--- config.mk ---
export PLATFORM = sky130hd
export DESIGN_NAME = pio_port16
export DESIGN_NICKNAME = d
export VERILOG_FILES = /design/src/rtl/pio_pkg.sv /design/src/rtl/pio_sync.sv /design/src/rtl/pio_regs.sv /design/src/rtl/pio_event.sv /design/src/rtl/pio_port16.sv
export SDC_FILE = /design/constraint.sdc
export NUM_CORES = 1
export LEC_CHECK = 0
export BUFFER_PORTS_ARGS = -buffer_cell sky130_fd_sc_hd__buf_2
export CELL_PAD_IN_SITES_DETAIL_PLACEMENT = 1
export CELL_PAD_IN_SITES_GLOBAL_PLACEMENT = 1
export CORE_ASPECT_RATIO = 0.7
export CORE_MARGIN = 5
export CORE_UTILIZATION = 43
export DETAILED_ROUTE_END_ITERATION = 8
export PLACE_DENSITY = 0.71
export SLEW_MARGIN = 20
export SYNTH_ARGS = -nofsm -noshare
export SYNTH_HDL_FRONTEND = slang
export SYNTH_SLANG_ARGS = --single-unit
--- constraint.sdc ---
create_clock -name clk -period 4.2 [get_ports clk]
set_clock_uncertainty 0.15 [all_clocks]
set_input_delay 0.42 -clock clk [delete_from_list [all_inputs] [get_ports clk]]
set_output_delay 0.42 -clock clk [all_outputs]
set_load 0.01 [all_outputs]
--- src/rtl/pio_pkg.sv ---
package pio_pkg;
    localparam int unsigned PIO_AW = 4;

    typedef enum logic [PIO_AW-1:0] {
        A_DIR    = 4'd0,
        A_OUT    = 4'd1,
        A_SET    = 4'd2,
        A_CLR    = 4'd3,
        A_INEN   = 4'd4,
        A_PIN    = 4'd5,
        A_MASK   = 4'd6,
        A_SENSE  = 4'd7,
        A_BOTH   = 4'd8,
        A_STATUS = 4'd9
    } pio_addr_e;
endpackage

--- src/rtl/pio_sync.sv ---
module pio_sync #(
    parameter int unsigned W      = 16,
    parameter int unsigned STAGES = 2
) (
    input  logic         clk,
    input  logic         rst_n,
    input  logic [W-1:0] d,
    output logic [W-1:0] q
);
    logic [W-1:0] chain_q [STAGES];
    logic [W-1:0] chain_d [STAGES];

    always_comb begin
        chain_d[0] = d;
        for (int s = 1; s < STAGES; s++) chain_d[s] = chain_q[s-1];
    end

    generate
        for (genvar g = 0; g < STAGES; g++) begin : g_stage
            always_ff @(posedge clk or negedge rst_n) begin
                if (!rst_n) chain_q[g] <= '0;
                else        chain_q[g] <= chain_d[g];
            end
        end
    endgenerate

    assign q = chain_q[STAGES-1];
endmodule

--- src/rtl/pio_regs.sv ---
module pio_regs
    import pio_pkg::*;
#(
    parameter int unsigned W = 16
) (
    input  logic              clk,
    input  logic              rst_n,
    input  logic              wr,
    input  logic [PIO_AW-1:0] addr,
    input  logic [W-1:0]      wdata,
    output logic [W-1:0]      dir,
    output logic [W-1:0]      dout,
    output logic [W-1:0]      inen,
    output logic [W-1:0]      mask,
    output logic [W-1:0]      sense,
    output logic [W-1:0]      both,
    output logic [W-1:0]      stat_clr
);
    typedef struct packed {
        logic [W-1:0] dir;
        logic [W-1:0] dout;
        logic [W-1:0] inen;
        logic [W-1:0] mask;
        logic [W-1:0] sense;
        logic [W-1:0] both;
    } regs_t;

    regs_t st_q, st_d;

    always_comb begin
        st_d     = st_q;
        stat_clr = '0;
        if (wr) begin
            unique case (addr)
                A_DIR:    st_d.dir   = wdata;
                A_OUT:    st_d.dout  = wdata;
                A_SET:    st_d.dout  = st_q.dout | wdata;
                A_CLR:    st_d.dout  = st_q.dout & ~wdata;
                A_INEN:   st_d.inen  = wdata;
                A_MASK:   st_d.mask  = wdata;
                A_SENSE:  st_d.sense = wdata;
                A_BOTH:   st_d.both  = wdata;
                A_STATUS: stat_clr   = wdata;
                default:  ;
            endcase
        end
    end

    always_ff @(posedge clk or negedge rst_n) begin
        if (!rst_n) st_q <= '0;
        else        st_q <= st_d;
    end

    assign dir   = st_q.dir;
    assign dout  = st_q.dout;
    assign inen  = st_q.inen;
    assign mask  = st_q.mask;
    assign sense = st_q.sense;
    assign both  = st_q.both;

    AST_SET_ONLY_RAISES: assert property (@(posedge clk) disable iff (!rst_n)
        (wr && addr == A_SET) |=> (dout == ($past(dout) | $past(wdata))));
    AST_CLR_ONLY_LOWERS: assert property (@(posedge clk) disable iff (!rst_n)
        (wr && addr == A_CLR) |=> (dout == ($past(dout) & ~$past(wdata))));
    AST_DIR_HOLDS: assert property (@(posedge clk) disable iff (!rst_n)
        !(wr && addr == A_DIR) |=> $stable(dir));
endmodule

--- src/rtl/pio_event.sv ---
module pio_event #(
    parameter int unsigned W = 16
) (
    input  logic         clk,
    input  logic         rst_n,
    input  logic [W-1:0] pin_val,
    input  logic [W-1:0] sense,
    input  logic [W-1:0] both,
    input  logic [W-1:0] mask,
    input  logic [W-1:0] clr,
    output logic [W-1:0] status,
    output logic         irq
);
    typedef struct packed {
        logic [W-1:0] sticky;
        logic [W-1:0] prev;
        logic         irq;
    } ev_t;

    ev_t st_q, st_d;
    logic [W-1:0] rise, any_edge, hit;

    always_comb begin
        rise     = pin_val & ~st_q.prev;
        any_edge = pin_val ^ st_q.prev;
        hit      = sense & ((both & any_edge) | (~both & rise));
        status   = (sense & st_q.sticky) | (~sense & pin_val);

        st_d        = st_q;
        st_d.sticky = (st_q.sticky & ~clr) | hit;
        st_d.prev   = pin_val;
        st_d.irq    = |(status & mask);
    end

    always_ff @(posedge clk or negedge rst_n) begin
        if (!rst_n) st_q <= '0;
        else        st_q <= st_d;
    end

    assign irq = st_q.irq;

    AST_STICKY_HOLDS: assert property (@(posedge clk) disable iff (!rst_n)
        1'b1 |=> ((st_q.sticky & $past(st_q.sticky & ~clr)) == $past(st_q.sticky & ~clr)));
    AST_IRQ_NEEDS_MASK: assert property (@(posedge clk) disable iff (!rst_n)
        irq |-> ($past(mask) != '0));
    AST_NO_FALL_LATCH: assert property (@(posedge clk) disable iff (!rst_n)
        ((clr == '0) && (sense == '1) && (both == '0) && ((pin_val & ~st_q.prev) == '0))
        |=> (st_q.sticky == $past(st_q.sticky)));
endmodule

--- src/rtl/pio_port16.sv ---
module pio_port16
    import pio_pkg::*;
#(
    parameter int unsigned NPINS     = 16,
    parameter int unsigned SYNC_DEPTH = 2
) (
    input  logic              clk,
    input  logic              rst_n,
    input  logic              bus_wr,
    input  logic              bus_rd,
    input  logic [PIO_AW-1:0] bus_addr,
    input  logic [NPINS-1:0]  bus_wdata,
    output logic [NPINS-1:0]  bus_rdata,
    input  logic [NPINS-1:0]  pin_in,
    output logic [NPINS-1:0]  pin_out,
    output logic [NPINS-1:0]  pin_oe,
    output logic              irq
);
    logic [NPINS-1:0] dir, dout, inen, mask, sense, both, stat_clr;
    logic [NPINS-1:0] pad_sync, loop_sel, pin_val, status;
    logic [NPINS-1:0] rdata_q, rdata_d, rmux;

    pio_sync #(.W(NPINS), .STAGES(SYNC_DEPTH)) u_sync (
        .clk(clk), .rst_n(rst_n), .d(pin_in), .q(pad_sync)
    );

    pio_regs #(.W(NPINS)) u_regs (
        .clk(clk), .rst_n(rst_n), .wr(bus_wr), .addr(bus_addr), .wdata(bus_wdata),
        .dir(dir), .dout(dout), .inen(inen), .mask(mask), .sense(sense),
        .both(both), .stat_clr(stat_clr)
    );

    always_comb begin
        loop_sel = dir & inen;
        pin_val  = inen & ((loop_sel & dout) | (~loop_sel & pad_sync));
    end

    pio_event #(.W(NPINS)) u_event (
        .clk(clk), .rst_n(rst_n), .pin_val(pin_val), .sense(sense), .both(both),
        .mask(mask), .clr(stat_clr), .status(status), .irq(irq)
    );

    always_comb begin
        unique case (bus_addr)
            A_DIR:                rmux = dir;
            A_OUT, A_SET, A_CLR:  rmux = dout;
            A_INEN:               rmux = inen;
            A_PIN:                rmux = pin_val;
            A_MASK:               rmux = mask;
            A_SENSE:              rmux = sense;
            A_BOTH:               rmux = both;
            A_STATUS:             rmux = status;
            default:              rmux = '0;
        endcase
        rdata_d = bus_rd ? rmux : rdata_q;
    end

    always_ff @(posedge clk or negedge rst_n) begin
        if (!rst_n) rdata_q <= '0;
        else        rdata_q <= rdata_d;
    end

    assign bus_rdata = rdata_q;
    assign pin_out   = dout;
    assign pin_oe    = dir;

    AST_LOOP_IGNORES_PAD: assert property (@(posedge clk) disable iff (!rst_n)
        (bus_rd && bus_addr == A_PIN) |=> ((bus_rdata & $past(pin_oe & inen)) == ($past(pin_out & pin_oe & inen))));
    AST_PIN_GATED: assert property (@(posedge clk) disable iff (!rst_n)
        (bus_rd && bus_addr == A_PIN) |=> ((bus_rdata & ~$past(inen)) == '0));
endmodule

# After elaboration in Yosys (flattened, before gate mapping)
# Cells that the tools add are included.
# word_totals
ff_bits,177
out_inout_bits,49
# classes
eq_ne,9
muxes,4
n_bitwise,25
n_reduce_logical,10
# ops
operator,n
16-bit AND,13
16-bit case mux with 8 select lines,1
16-bit NOT,6
16-bit OR,5
16-bit case mux with 3 select lines,1
16-bit 2-to-1 mux,2
4-bit by 3-bit == test with 1-bit output (second input constant),4
16-bit OR reduction,1
16-bit XOR,1
2-bit AND reduction,6
4-bit by 2-bit == test with 1-bit output (second input constant),2
4-bit == test (second input constant),2
4-bit by 1-bit == test with 1-bit output (second input constant),1
4-bit logical NOT,1
3-bit nonzero test,1
3-bit OR reduction,1

# Longest topological paths before layout
# logic_depth
word_depth,10
ltp_mapped,9
depth_no_buf,7

# Modules after synthesis
# From an unflattened synthesis, not the netlist that was laid out.
# hier_totals
cells_unflattened,719
hier_area_um2,8642.0
# modules_own_cells
mod,n_inst,cells_per_inst,area_each_um2,seq_area_each_um2
pio_regs,1,286,3953.8,2402.3
pio_port16,1,247,2184.6,400.4
pio_event,1,154,1702.9,825.8
pio_sync,1,32,800.8,800.8

# Least setup slack after synthesis
# OpenSTA, ideal clock, no wires.
# synth_timing
path_kind,register -> register
start,"register u_regs.st_q, in the netlist u_regs.dir[6]"
end,"register u_event.st_q, in the netlist u_event.irq"
setup_time_ps,138
t_arrival_ps,1747
setup_slack_ps,2164
stages_incl_launch_ff,6
n_path_buf,0
period_less_slack_ps,2036
path_cell_list,dfrtp_1 -> mux2_4 -> nand2_2 -> nor3b_1 -> or4_1 -> or4_1
# synth_lines
element,line,rtl
"start, declared",pio_regs.sv:28,"regs_t st_q, st_d;"
"start signal, assigned",pio_regs.sv:51,else st_q <= st_d;
"end signal, assigned",pio_event.sv:37,else st_q <= st_d;
"end, declared",pio_event.sv:20,"ev_t st_q, st_d;"

# Worst setup path after layout
# layout_timing
start,input port bus_addr[3]
end,"register u_regs.st_q, in the netlist u_regs.sense[13]"
# layout_via
elab_chain_cells,2
# layout_rtl
element,line,rtl
"start, declared",pio_port16.sv:11,"input logic [PIO_AW-1:0] bus_addr,"
4-bit by 3-bit == test with 1-bit output,pio_regs.sv:34,unique case (addr)
2-bit AND reduction (no source line),n/a,
# Every way passes these cells.
# A chain may end at the register's enable or synchronous reset.

==> metrics <==
status completed; P per Cell Area 527 nW/um^2; sequential share of power around 46%; worst r2r dst u_event.irq; Setup violations, final 0; Max Slew Vio Count 0; Slew HR roughly 25%; required time worst endpoint between 4 and 5 ns; initial antenna violation count 1; Wirelength per Cell around 25 microns; grt ovf 0; TritonRoute pass-1 iters 5; RSZ-0062 raised after global routing false; post-synthesis sequential area ratio 53.5%; flop2flop setup slack 1.78 ns; total power 5.15 mW; Avg Cell Area, Syn roughly 12 sq um; ANT nets after route 0; Int Power 3.53 mW; Crit-path slowest cell nor2b_1; Synth warnings 0; post-cts sizing count 0; die width 176 microns; Leak 4.38 nW; IO Pins 89; P_sw 1.62 mW; P&R area growth vs syn 18.2%; Main synth FF type dfrtp_1; via-per-instance ratio 6.02; Fillers 2,010; worst r2r src u_regs.dir[4]; Longest Clk Path Bufs 2; endpoint class of the critical path flip-flop; Worst-Skew Late Latency 0.43 ns; Synth Cell Area a little over 8000 sq um; final number of hold-violating endpoints 0; Endpoint, Worst Hold u_regs.mask[9]; hold_sp bus_wdata[9]; # port buffers between 80 and 90; Initial Util 43.7%; via count between 6k and 7k; Comb pwr share 21.9%; drt drc 0; core box area 18,900 sq um; # H-tree levels 4; sw frac 31.4%; Final min period ~2.7 ns; clock-pin slew on the worst setup and hold paths 0.07 ns; FF-to-FF path depth 5; Max Cap Viol 0; syn_nets 753; crit path cell chain buf_2 -> nor2b_1 -> nand4_1 -> buf_4 -> mux2_2; CP Launch Type primary input; CP max FO 21; Post-synth ARST share 100%; vias in the first global route 6,947; DR iter-0 viols 470; GRT Total Usage around a quarter; root buffer cell clkbuf_16; post-DP HPWL 17.5 mm; Rows 42; Antenna Cells 0; Crit path arrival time 2.89 ns; CP peak stage delay 0.73 ns; Total Wirelength 26.5 mm; Hold WC Path Type in -> reg; Synth Register Bits between 150 and 200; VDD IR max 249 uV; Yosys cell types 43; Setup TNS Final 0 ns; clk sinks 177; GP Congestion 0.871; Cells after Synth around 700; commonest non-fill, non-tap cell in the layout dfrtp_1; most frequent cells in the layout dfrtp_1, mux2_2, buf_2; die height 126 microns; CTS tree yes; Die Area 22,200 sq um; share of cells above drive strength 1 31.8%; global-route wire length before repair between 40 and 50 mm; Hold Path Depth 3; Final #Nets between 800 and 900; total CTS buffers 17; largest net degree at the start of global routing 102; Clk pwr share 32.2%; period utilisation layout between 60% and 70%; Setup CP Type in -> reg; FMAX around 370 MHz; Slew @ Worst Pin 1.12 ns; Post-synth EDFFs 0
-- metal layers --
layer	part of all wire (%)	GRT usage, %
met2	46	37.8
met5	0.049	0
met4	1.8	6.74
met1	46	34.4
met3	5.8	5.57
-- repair_timing --
item,in CTS,in global routing
hold buffers,17,0
setup buffers,0,0
endpoints found under the hold margin,73,0
-- synthesized netlist by cell type, drive strengths merged (6+ instances only) --
library cell,number,area (sq um)
o21ai,47,235
buf,18,90.1
mux2i,19,190
inv,32,120
nand3b,8,60.1
nand2,54,205
nand3,19,95.1
o2bb2ai,12,105
a32oi,11,96.3
nand4,7,43.8
a22o,28,245
a22oi,26,195
and2,7,43.8
mux2,120,1360
ha,16,200
nor2,16,62.6
nor3b,6,45.0
a21oi,15,75.1
nor2b,13,81.3
clkbuf,15,56.3
dfrtp,177,4430
-- power by group through the flow --
stage	combinational [mW]	clock (mW)	sequential (mW)
after floorplan	0.685	0	2.32
after global placement	1.05	0	2.35
after detailed placement	1.10	0	2.39
after CTS	1.13	1.69	2.36
after global routing	1.23	1.76	2.40
final	1.13	1.66	2.37
-- stage by stage --
step	hold WS [ns]	setup WS [ns]	util, %	cell area [sq um]	cells
5_1_grt	0.179	1.40	51.7	9780	1057
3_3_place_gp	0.183	1.03	47.6	9000	1008
4_1_cts	0.163	1.48	51.7	9780	1057
3_5_place_dp	0.186	1.02	47.6	9000	1008
6_report	0.184	1.47	51.7	9780	1057
2_1_floorplan	-0.0256	2.16	-	8270	697
-- worst max-delay path: cells and delay by family --
| kind | cells | cell delay (ns) |
|---|---|---|
| and+or+nand+nor | 2 | 1.41 |
| buffers and inverters | 2 | 0.75 |
| muxes | 1 | 0.30 |
-- registers in the layout, summed over array words and instances, names as in the netlist --
name	cells
u_regs.dout	16
u_regs.dir	16
u_sync.q	16
u_regs.sense	16
u_event.irq	1
bus_rdata	16
u_regs.both	16
u_regs.inen	16
u_regs.mask	16
u_sync.chain_d	16
u_event.st_q	32
-- area by class of cell --
class | instances | area [sq um] | share of cell area, %
multi-input combinational | 455 | 3580 | 36.6
timing repair buffer | 119 | 737 | 7.54
clock inverter | 14 | 179 | 1.83
clock buffer | 18 | 429 | 4.39
inverter | 32 | 120 | 1.23
sequential | 177 | 4430 | 45.3
tap | 242 | 303 | 3.10
-- kinds of logic after synthesis --
| logic type | synth area share (%) |
|---|---|
| fa+ha+maj | 2.42 |
| xor+xnor | 0.106 |
| simple gates | 8.44 |
| buf+inv | 3.22 |
| flops | 53.5 |
| mux | 18.7 |
| compound gates | 13.6 |
-- worst max-delay path by stage --
stage / startpoint / end
after global placement: bus_addr[3] / u_regs.sense[0]
after global routing: bus_addr[3] / u_regs.sense[13]
after CTS: bus_addr[3] / u_regs.sense[13]
after floorplan: u_regs.dir[6] / u_event.irq
final: bus_addr[3] / u_regs.sense[13]
after detailed placement: bus_addr[3] / u_regs.sense[2]
No activity file was read; power rests on OpenSTA's default activity.
